**src/rtl/memcs_pkg.sv**
```systemverilog
package memcs_pkg;

    typedef enum logic [1:0] {
        RGN_ROM  = 2'd0,
        RGN_HOLE = 2'd1,
        RGN_RAM  = 2'd2,
        RGN_IDLE = 2'd3
    } region_t;

endpackage

```
**src/rtl/memcs_region_classify.sv**
```systemverilog
module memcs_region_classify
    import memcs_pkg::*;
#(
    parameter int          ADDR_W      = 16,
    parameter bit          FULL_DECODE = 1'b1,
    parameter logic [15:0] HOLE_BASE   = 16'h4000,
    parameter logic [15:0] RAM_BASE    = 16'h6000
) (
    input  logic [ADDR_W-1:0] addr,
    input  logic              mreq_n,
    output region_t           region,
    output logic              rsvd_hit
);

    logic in_hole;

    assign in_hole  = (addr >= ADDR_W'(HOLE_BASE)) && (addr < ADDR_W'(RAM_BASE));
    assign rsvd_hit = !mreq_n && in_hole;

    generate
        if (FULL_DECODE) begin : g_full
            always_comb begin
                if (mreq_n)                         region = RGN_IDLE;
                else if (addr < ADDR_W'(HOLE_BASE)) region = RGN_ROM;
                else if (in_hole)                   region = RGN_HOLE;
                else                                region = RGN_RAM;
            end
        end else begin : g_partial
            always_comb begin
                if (mreq_n)              region = RGN_IDLE;
                else if (addr[ADDR_W-1]) region = RGN_RAM;
                else                     region = RGN_ROM;
            end
        end
    endgenerate

endmodule

```
**src/rtl/memcs_bank_decoder.sv**
```systemverilog
module memcs_bank_decoder #(
    parameter int SEL_W = 3,
    localparam int NOUT = 1 << SEL_W
) (
    input  logic [SEL_W-1:0] sel,
    input  logic             en_hi,
    input  logic             en_lo_a_n,
    input  logic             en_lo_b_n,
    output logic [NOUT-1:0]  y_n
);

    logic enabled;

    assign enabled = en_hi && !en_lo_a_n && !en_lo_b_n;

    generate
        for (genvar i = 0; i < NOUT; i++) begin : g_out
            assign y_n[i] = !(enabled && (sel == SEL_W'(i)));
        end
    endgenerate

    always_comb begin
        assert_onehot_R2: assert ($onehot0(~y_n))
            else $error("decoder drives more than one output");
    end

endmodule

```
**src/rtl/memcs_strobe_gen.sv**
```systemverilog
module memcs_strobe_gen
    import memcs_pkg::*;
(
    input  logic    mreq_n,
    input  logic    rd_wr_n,
    input  region_t region,
    output logic    we_n,
    output logic    oe_n
);

    logic dev_sel;

    assign dev_sel = (region == RGN_ROM) || (region == RGN_RAM);

    always_comb begin
        we_n = 1'b1;
        oe_n = 1'b1;
        if (!mreq_n) begin
            unique case (region)
                RGN_RAM: begin
                    we_n = rd_wr_n;
                    oe_n = !rd_wr_n;
                end
                RGN_ROM: oe_n = !rd_wr_n;
                RGN_HOLE, RGN_IDLE: begin
                    we_n = 1'b1;
                    oe_n = 1'b1;
                end
                default: begin
                    we_n = 1'b1;
                    oe_n = 1'b1;
                end
            endcase
        end
    end

    always_comb begin
        if (!oe_n) begin
            assert_oe_sel_R5: assert (dev_sel && rd_wr_n)
                else $error("output enable without a read of a device");
        end
    end

endmodule

```
**src/rtl/memcs_decoder.sv**
```systemverilog
module memcs_decoder
    import memcs_pkg::*;
#(
    parameter int ADDR_W      = 16,
    parameter int BANK_W      = 3,
    parameter int HOLE_BANK   = 2,
    parameter bit FULL_DECODE = 1'b1,
    localparam int NBANK      = 1 << BANK_W
) (
    input  logic [ADDR_W-1:0] addr,
    input  logic              mreq_n,
    input  logic              rd_wr_n,
    output logic [NBANK-1:0]  cs_n,
    output logic              we_n,
    output logic              oe_n,
    output logic              rsvd_hit
);

    localparam logic [NBANK-1:0] HOLE_MASK = NBANK'(1) << HOLE_BANK;

    logic [BANK_W-1:0] top_bits;
    logic [BANK_W-1:0] bank_sel;
    logic [NBANK-1:0]  dec_y_n;
    region_t           region;

    assign top_bits = addr[ADDR_W-1 -: BANK_W];

    generate
        if (FULL_DECODE) begin : g_abs
            assign bank_sel = top_bits;
        end else begin : g_lin
            always_comb begin
                bank_sel           = top_bits;
                bank_sel[BANK_W-2] = top_bits[BANK_W-1];
            end
        end
    endgenerate

    memcs_bank_decoder #(.SEL_W(BANK_W)) u_dec (
        .sel       (bank_sel),
        .en_hi     (1'b1),
        .en_lo_a_n (mreq_n),
        .en_lo_b_n (1'b0),
        .y_n       (dec_y_n)
    );

    assign cs_n = dec_y_n | HOLE_MASK;

    memcs_region_classify #(
        .ADDR_W      (ADDR_W),
        .FULL_DECODE (FULL_DECODE)
    ) u_cls (
        .addr     (addr),
        .mreq_n   (mreq_n),
        .region   (region),
        .rsvd_hit (rsvd_hit)
    );

    memcs_strobe_gen u_stb (
        .mreq_n  (mreq_n),
        .rd_wr_n (rd_wr_n),
        .region  (region),
        .we_n    (we_n),
        .oe_n    (oe_n)
    );

    always_comb begin
        if (mreq_n) begin
            assert_idle_R1: assert ((&cs_n) && we_n && oe_n && !rsvd_hit)
                else $error("activity while memory request idle");
        end
        if (rsvd_hit && FULL_DECODE) begin
            assert_hole_quiet_R3: assert (&cs_n)
                else $error("select asserted in reserved window");
        end
        if (!we_n) begin
            assert_we_ram_R4: assert (!rd_wr_n && (&cs_n[1:0]) && !(&cs_n))
                else $error("write enable without a RAM select");
        end
        if (!oe_n) begin
            assert_oe_dev_R5: assert (!(&cs_n))
                else $error("output enable with no select");
        end
    end

endmodule

```
**config.mk**
```make
export PLATFORM = sky130hd
export DESIGN_NAME = memcs_decoder
export DESIGN_NICKNAME = d
export VERILOG_FILES = /design/src/rtl/memcs_pkg.sv /design/src/rtl/memcs_region_classify.sv /design/src/rtl/memcs_bank_decoder.sv /design/src/rtl/memcs_strobe_gen.sv /design/src/rtl/memcs_decoder.sv
export SDC_FILE = /design/constraint.sdc
export NUM_CORES = 1
export LEC_CHECK = 0
export BUFFER_PORTS_ARGS = -buffer_cell sky130_fd_sc_hd__buf_2
export CAP_MARGIN = 20
export CORE_AREA = 2 2 39 41
export DETAILED_ROUTE_END_ITERATION = 7
export DIE_AREA = 0 0 41 43
export PLACE_DENSITY = 0.52
export SLEW_MARGIN = 40
export SYNTH_ARGS = -nofsm -noshare
export SYNTH_HDL_FRONTEND = slang
export SYNTH_HIERARCHICAL = 1
export SYNTH_SLANG_ARGS = --single-unit
```
**constraint.sdc**
```tcl
create_clock -name vclk -period 1.4
set_input_delay 0.21 -clock vclk [all_inputs]
set_output_delay 0.21 -clock vclk [all_outputs]
set_load 0.01 [all_outputs]
```
-- Yosys cells after proc, flatten, opt, wreduce, memory -nomap -nowiden
Index checks and enable logic that the tools add are counted.
- RAM bits: 0
- ROM bits: 0
- latch bits: 0
- register bits after elaboration: 0
- memories: 0
- add/sub/neg operators: 0
- shift-type cells: 0
- divide/modulo/power cells: 0
- order comparisons: 3
- multiply operators: 0
- equality and inequality tests: 9
- muxes and demuxes: 7
- reductions and logical operators: 22
- bitwise operators: 0
- operators by type and width (cell ; number):
    less-than comparator 16 x 15 -> 1 bit, second input constant ; 2
    greater-or-equal comparator 16 x 15 -> 1 bit, second input constant ; 1
    equality test 3 bit, second input constant ; 4
    logical AND 1 bit ; 9
    logical NOT 1 bit ; 9
    2-to-1 mux 2 bit ; 3
    equality test 2 bit, second input constant ; 2
    OR reduction 2 bit ; 2
    equality test 3 x 1 -> 1 bit, second input constant ; 1
    equality test 3 x 2 -> 1 bit, second input constant ; 1
    logical NOT 3 bit ; 1
    2-to-1 mux 1 bit ; 3
    equality test 2 x 1 -> 1 bit, second input constant ; 1
    logical NOT 2 bit ; 1
    one-hot mux 1 bit (2 select lines) ; 1

-- Depth between registers and ports, before layout
Gate-level depths: netlist of the first run.
- word-level depth: 9
- gate-level depth with buffers: 3
- depth with buffers taken out: 3

-- By module
Netlist of the first run, hierarchy kept.
- by module, submodules not included (module ; instances ; cells an instance ; area each (sq um) ; sequential area each (sq um)):
    memcs_bank_decoder ; 1 ; 14 ; 88.8 ; 0.0
    memcs_region_classify ; 1 ; 4 ; 40.0 ; 0.0
    memcs_strobe_gen ; 1 ; 2 ; 18.8 ; 0.0
    memcs_decoder ; 1 ; 3 ; 15.0 ; 0.0

-- Worst setup path after synthesis of the first run
No wires, ideal clock.
- kind: input-to-output
- start: in addr[13]
- end: out we_n
- arrival: 942 ps
- slack: 248 ps
- stages on the path: 3
- buffers on the path: 0
- path through: nand2b_4 o21bai_1 or4b_1
- longest elaborated chain between the ends: 8
- elaborated cells between the ends (all ways): 10
- classes of those cells: order compare (3); eq/ne (1); mux (5); reduce/logical (1)
- ends and longest elaborated chain (element ; RTL line ; text):
    start: declaration ; memcs_decoder.sv:10 ; input logic [ADDR_W-1:0] addr,
    greater-or-equal comparator 16 x 15 -> 1 bit / less-than comparator 16 x 15 -> 1 bit (equally long branches) ; memcs_region_classify.sv:17 ; assign in_hole = (addr >= ADDR_W'(HOLE_BASE)) && (addr < ADDR_W'(RAM_BASE));
    logical AND 1 bit ; memcs_region_classify.sv:17 ;
    2-to-1 mux 2 bit ; memcs_region_classify.sv:25 ; else if (in_hole) region = RGN_HOLE;
    2-to-1 mux 2 bit * ; memcs_region_classify.sv:24 ; else if (addr < ADDR_W'(HOLE_BASE)) region = RGN_ROM;
    2-to-1 mux 2 bit * ; memcs_region_classify.sv:23 ; if (mreq_n) region = RGN_IDLE;
    via region[0] ; memcs_decoder.sv:24 ; region_t region;
    equality test 2 bit * ; memcs_strobe_gen.sv:19 ; unique case (region)
    2-to-1 mux 1 bit * ; memcs_strobe_gen.sv:19 ;
    2-to-1 mux 1 bit * ; memcs_strobe_gen.sv:18 ; if (!mreq_n) begin
    end: declaration ; memcs_decoder.sv:14 ; output logic we_n,
Mark *: on every way through the listed nets, which the timed path passes. The rest lies on a longest branch.

-- Worst setup path in the final report of the first run
- start: in addr[14]
- end: out we_n
The elaborated chain is that of the path after synthesis.

==> results of run 1 <==
[critical path, delay by kind of cell]
family / cells / cell delay, ns
AND/OR/NAND/NOR: 2 / 0.56
buffers and inverters: 2 / 0.29
AO/OA/AOI/OAI: 1 / 0.06
[report_power, final]
part	internal, W	switching [W]
clock network	0	0
logic	0.0000250	0.0000263
registers	0	0
total	0.0000250	0.0000263
[metal layers]
layer	share of wire [%]	vias to the layer above
met5	0	-
met4	0	0
met3	6.0	0
met2	61	4
met1	32	90
li1	-	112
[per-stage QoR]
step	hold slack (ns)	total power [W]
after floorplan	0.453	0.0000263
after global routing	0.729	0.0000568
after CTS	0.711	0.0000512
final	0.703	0.0000513
after detailed placement	0.710	0.0000511
after global placement	0.709	0.0000507
[layout make-up]
cell class	instances	area, um2	area share (%)
multi-input combinational	26	169	60.0
tap	16	20.0	7.11
timing repair buffer	17	92.6	32.9
[placed cells by master (no fill, tap or decap), drive strengths merged]
cell type	instances
o21bai	1
nand2	6
buf	17
conb	7
nor2	1
and3b	2
nor3b	2
a211o	1
nand3	1
or3b	1
nor3	2
nand2b	1
or4b	1
[repair_timing]
action | CTS | global route
setup endpoints to repair | 0 | 1
gates resized for setup | 0 | 2
hold buffers | 0 | 0
[final timing paths]
path | end | slack, ns | cells past startpoint | startpoint
max | we_n | 0.07 | 5 | addr[14]
min | we_n | 0.70 | 3 | rd_wr_n
==> results.cfg, run 1 <==
[die]
core_mm2 = 0.00138
io_pins = 29
dieWidth_um = 41
fp.dieH_um = 43
die_area_mm2 = 0.00176
start_util_pct = 11.4
row_count = 14

[global_route]
grt_max_degree = 8
grt_busiest_layer = met2
antenna_found_initial = 0
grt_use_total_pct = 4.10
grt_pass1_wl_um = 558
use_met2_pct = 9.06
grt-ovfl-total = 0
grt_use_met3_pct = 0
grt_pass1_vias = 156
grtUsageMet1_pct = 3.80

[setup_path]
start_kind = primary input
cpPeakStageDelay_ns = 0.49
critPathKind = primary input to output pin
crit_arrival_ns = 1.12
endpoint_kind = output pin
crit_chain = buf_4, nand2b_4, o21bai_1, or4b_1, buf_2
worst-path-max-fanout = 6
cp_slowest_cell = or4b_1
cp_data_required_time_ns = 1.19

[place]
gp_congestion = 0.545
placed_area_um2 = 279
place_ws_ns = 0.0211
dp_cells = 59
io_buffers = 15

[sta]
setup_viol = 0
period_minus_slack_ns = 1.33
fmaxAchievable_mhz = 752
setup_ws_ns = 0.0694
hold_viol = 0
rsz0062_at_grt = false
maxSlewViolCount = 0
fin_setup_tns_ns = 0
fin_crit_sh_pct = 95.0

[layout]
fillers = 169
num_antenna_cells = 0
design.seq.count = 0
final_util_pct = 20.3
fin_cells = 59
final_area_um2 = 282
syn_to_final_growth_pct = 78.6
drive_gt1_share_pct = 53.5
clkbuf_count = 0
nets = 63
regArea_um2 = 0

[power]
cellPowerDensity_mw_per_mm2 = 182
vdd_drop_max_v = 0.0000219
leakage_nw = 0.126

[drt]
viasPerCell = 3.49
drt_iter0_markers = 1
drc = 0
ant_nets = 0
wl_per_cell_um = 7.02
dr.pass1.iters = 2
wirelength_um = 414
vias = 206

[hold_path]
holdCritPathClass = primary input to output pin

[logic_synthesis]
yosysWarnings = 6
syn-mean-instance-area_um2 = 7.17
syn_inst = 22
synth_area_um2 = 158

[flow_run]
max_cap_violations = 0

[clock_tree]
cts_setup_buffers = 0

[status]
status = complete, no violations
Note: power is estimated with default switching activity, not from simulation.
==> run 2, diff against run 1 <==
--- a/config.mk
+++ b/config.mk
@@ -7,10 +7,12 @@
 export LEC_CHECK = 0
 export BUFFER_PORTS_ARGS = -buffer_cell sky130_fd_sc_hd__buf_2
 export CAP_MARGIN = 20
+export CELL_PAD_IN_SITES_DETAIL_PLACEMENT = 1
+export CELL_PAD_IN_SITES_GLOBAL_PLACEMENT = 1
 export CORE_AREA = 2 2 39 41
 export DETAILED_ROUTE_END_ITERATION = 7
 export DIE_AREA = 0 0 41 43
-export PLACE_DENSITY = 0.52
+export PLACE_DENSITY = 0.78
 export SLEW_MARGIN = 40
 export SYNTH_ARGS = -nofsm -noshare
 export SYNTH_HDL_FRONTEND = slang
==> run 2 against run 1 <==
  * Count of clock-buffer cells in the layout unchanged
  * Worst setup slack got worse by 0.029 ns
  * Global-route usage increased by 1.9 points
  * First-iteration DRC count unchanged
  * Cell count increased by 3.4%
  * Combinational power increased by 9.4%
  * Die area unchanged
  * Routed wire length increased by 20%
  * Final area increased by 4.4%
  * Hold slack improved by 0.0092 ns
  * Flip-flop and latch count unchanged
  * Largest cell class unchanged
  * Highest routed layer unchanged
==> results.cfg, run 2 (synthesis gave the netlist of run 1 again) <==
[status]
status = complete, no violations

[die]
fp.dieH_um = 43
die_area_mm2 = 0.00176
dieWidth_um = 41
core_mm2 = 0.00138
start_util_pct = 11.4
row_count = 14
io_pins = 29

[sta]
hold_viol = 0
fin_crit_sh_pct = 97.1
setup_viol = 0
fin_setup_tns_ns = 0
period_minus_slack_ns = 1.36
rsz0062_at_grt = false
fmaxAchievable_mhz = 736
maxSlewViolCount = 0

[layout]
num_antenna_cells = 0
design.seq.count = 0
final_util_pct = 21.2
regArea_um2 = 0
clkbuf_count = 0
final_common_cell = buf_2
syn_to_final_growth_pct = 86.5
fillers = 189
drive_gt1_share_pct = 55.6
mostFrequentLayoutCells = buf_2, conb_1, nand2_1
multi_input_area_um2 = 169
nets = 65

[place]
gp_congestion = 0.593
hpwl_um = 458
io_buffers = 15

[global_route]
grt_pass1_vias = 202
grt_use_total_pct = 5.99
use_met2_pct = 11.3
grt-ovfl-total = 0
grt_max_degree = 5
grt_use_met3_pct = 0.524
antenna_found_initial = 0
grt_busiest_layer = met2
grtUsageMet1_pct = 7.28
grt_pass1_wl_um = 821

[drt]
viasPerCell = 3.69
wl_per_cell_um = 8.13
wirelength_um = 496
drt_iter0_markers = 1
dr.pass1.iters = 2
vias = 225
ant_nets = 0
drc = 0

[power]
internal_power_w = 0.0000278
p_sw_w = 0.0000283
power.total_w = 0.0000561
comb_power_share_pct = 100.0
seqPwrFrac_pct = 0
vdd_drop_max_v = 0.0000332
cellPowerDensity_mw_per_mm2 = 191
switching_share_pct = 50.4
clock_power_share_pct = 0
leakage_nw = 0.135

[clock_tree]
cts_resized = 0
cts_setup_buffers = 0
ctsHoldBuffers = 0

[setup_path]
crit_arrival_ns = 1.15
cp_data_required_time_ns = 1.19
worst-path-max-fanout = 2
start_kind = primary input
endpoint_kind = output pin
startpoint = addr[13]
critPathKind = primary input to output pin

[flow_run]
max_cap_violations = 0

[hold_path]
min_path_cells = 3
holdCritPathClass = primary input to output pin
hold_path_startpoint = rd_wr_n
==> run 2: path summary, 6_finish.rpt <==
| path | end | slack [ns] |
|---|---|---|
| worst max-delay path | we_n | 0.04 |
| worst min-delay path | we_n | 0.71 |
==> run 2: layout make-up <==
| cell class | instances | share of cell area, % |
|---|---|---|
| Multi-Input combinational cell | 26 | 57.4 |
| Tap cell | 16 | 6.81 |
| Timing Repair Buffer | 19 | 35.7 |
==> run 2: per-layer routing <==
layer | share of wire (%) | wire length, um
met1 | 36 | 179
met2 | 57 | 281
met3 | 7.1 | 35
met4 | 0 | 0
met5 | 0 | 0
==> run 2: power by group through the flow <==
stage	registers [W]	clock network, W	logic, W
global placement	0	0	0.0000552
global route	0	0	0.0000629
finish	0	0	0.0000561
floorplan	0	0	0.0000263
CTS	0	0	0.0000570
detailed placement	0	0	0.0000567
==> run 2: through the flow <==
step / hold slack (ns) / worst slack (ns) / instance area (um2) / cells
floorplan: 0.453 / 0.248 / 176 / 27
global placement: 0.718 / 0.0387 / 294 / 61
detailed placement: 0.722 / 0.0249 / 294 / 61
CTS: 0.718 / 0.0290 / 294 / 61
global route: 0.731 / 0.0127 / 294 / 61
finish: 0.712 / 0.0406 / 294 / 61
==> run 2: critical path: stages <==
cell and delay [ns]:
buf_2 0.09, nand2b_4 0.12, o21bai_1 0.07, or4b_1 0.51, buf_2 0.15
==> run 3, diff against run 2 <==
--- a/config.mk
+++ b/config.mk
@@ -6,13 +6,10 @@
 export NUM_CORES = 1
 export LEC_CHECK = 0
 export BUFFER_PORTS_ARGS = -buffer_cell sky130_fd_sc_hd__buf_2
-export CAP_MARGIN = 20
-export CELL_PAD_IN_SITES_DETAIL_PLACEMENT = 1
-export CELL_PAD_IN_SITES_GLOBAL_PLACEMENT = 1
 export CORE_AREA = 2 2 39 41
 export DETAILED_ROUTE_END_ITERATION = 7
 export DIE_AREA = 0 0 41 43
-export PLACE_DENSITY = 0.78
+export PLACE_DENSITY = 0.52
 export SLEW_MARGIN = 40
 export SYNTH_ARGS = -nofsm -noshare
 export SYNTH_HDL_FRONTEND = slang
==> constraint.sdc (replaced) <==
create_clock -name vclk -period 1.4
set_input_delay 0.07 -clock vclk [all_inputs]
set_output_delay 0.07 -clock vclk [all_outputs]
set_load 0.01 [all_outputs]
==> run 3 against run 2 <==
  * Routed wire length fell by 23%
  * Non-clock buffer count decreased by 4
  * Core utilization fell by 2.2 points
  * Power decreased by 18%
  * Worst setup slack improved by 0.24 ns
  * Hold slack lost 0.28 ns
  * Via count decreased by 12%
  * Count of clock-buffer cells in the layout unchanged
  * Critical path type unchanged
==> results.cfg, run 3 (synthesis gave the netlist of run 1 again) <==
[sta]
fin_crit_sh_pct = 79.7
period_minus_slack_ns = 1.12
fin_setup_tns_ns = 0
hold_viol = 0
setup_viol = 0
rsz0062_at_grt = false
fmaxAchievable_mhz = 896
maxSlewViolCount = 0

[layout]
regArea_um2 = 0
multi_input_area_um2 = 169
fillers = 166
syn_to_final_growth_pct = 67.5
design.seq.count = 0
drive_gt1_share_pct = 51.2
num_antenna_cells = 0
final_common_cell = buf_2
nets = 61
clkbuf_count = 0
final_area_um2 = 264
mostFrequentLayoutCells = buf_2, conb_1, nand2_1

[die]
die_area_mm2 = 0.00176
core_mm2 = 0.00138
io_pins = 29
row_count = 14
start_util_pct = 11.4
fp.dieH_um = 43
dieWidth_um = 41

[setup_path]
worst-path-max-fanout = 4
critPathKind = primary input to output pin
crit_chain = buf_2, nand2b_4, o21bai_1, or4b_1, buf_2
start_kind = primary input
cp_top_family = simple AND/OR/NAND/NOR gates
cp_data_required_time_ns = 1.33
endpoint_kind = output pin
cp_slowest_cell = or4b_1
cp_num_buf_inv = 2
crit_top_cell = buf_2
crit_arrival_ns = 1.05
cpPeakStageDelay_ns = 0.51

[drt]
vias = 199
drt_iter0_markers = 5
wirelength_um = 382
viasPerCell = 3.49
ant_nets = 0
dr.pass1.iters = 2
wl_per_cell_um = 6.70
drc = 0

[global_route]
grt_pass1_wl_um = 441
grt-ovfl-total = 0
grt_pass1_vias = 105
antenna_found_initial = 0
grt_use_total_pct = 3.40
grt_max_degree = 8

[clock_tree]
cts_setup_buffers = 0
cts_resized = 0
ctsHoldBuffers = 0

[hold_path]
holdCritPathClass = primary input to output pin
whs_endpoint = we_n
hold_path_startpoint = rd_wr_n
min_path_cells = 3

[power]
cellPowerDensity_mw_per_mm2 = 174
power.total_w = 0.0000460
leakage_nw = 0.115
vdd_drop_max_v = 0.0000256

[place]
io_buffers = 15
placed_area_um2 = 264
gp_congestion = 0.542
hpwl_um = 352

[status]
status = complete, no violations

[flow_run]
max_cap_violations = 0
-- run 3: cell types whose count changed in the layout (fill, tap and decap cells not counted) --
| cell | delta |
|---|---|
| buf_4 | -4 |
-- run 3: report_power, final --
part           total [W]  internal [W]  switching [W]
clock network          0             0              0
registers              0             0              0
logic          0.0000460     0.0000206      0.0000254
total          0.0000460     0.0000206      0.0000254
-- run 3: routing by layer --
| layer | track usage (%) | routed length (um) | part of all wire (%) |
|---|---|---|---|
| met1 | 4.11 | 122 | 32 |
| met2 | 6.56 | 230 | 60 |
| met3 | 0 | 29 | 7.6 |
| met4 | 0 | 0 | 0 |
| met5 | 0 | 0 | 0 |
-- run 3: area by class of cell --
| class | instances | share of cell area [%] |
|---|---|---|
| tap | 16 | 7.58 |
| timing repair buffer | 15 | 28.4 |
| multi-input combinational | 26 | 64.0 |
-- run 3: tightest hold or removal path: stages --
cell,delay (ns)
buf_2,0.08
or4b_1,0.09
buf_2,0.12
-- run 3: through the flow --
step                instances  hold slack (ns)  utilization, %  setup WS, ns
detailed placement         57            0.435            19.1         0.275
finish                     57            0.429            19.1         0.284
global placement           57            0.430            19.1         0.287
CTS                        57            0.435            19.1         0.275
floorplan                  27            0.173               -         0.528
global route               57            0.447            19.1         0.237
-- run 3: worst max-delay path by stage --
stage	endpoint	slack, ns	from	depth (start not counted)
after floorplan	we_n	0.53	addr[13]	3
after global placement	we_n	0.29	addr[13]	5
after detailed placement	we_n	0.28	addr[13]	5
after CTS	we_n	0.28	addr[13]	5
after global routing	we_n	0.24	addr[13]	5
final	we_n	0.28	addr[13]	5
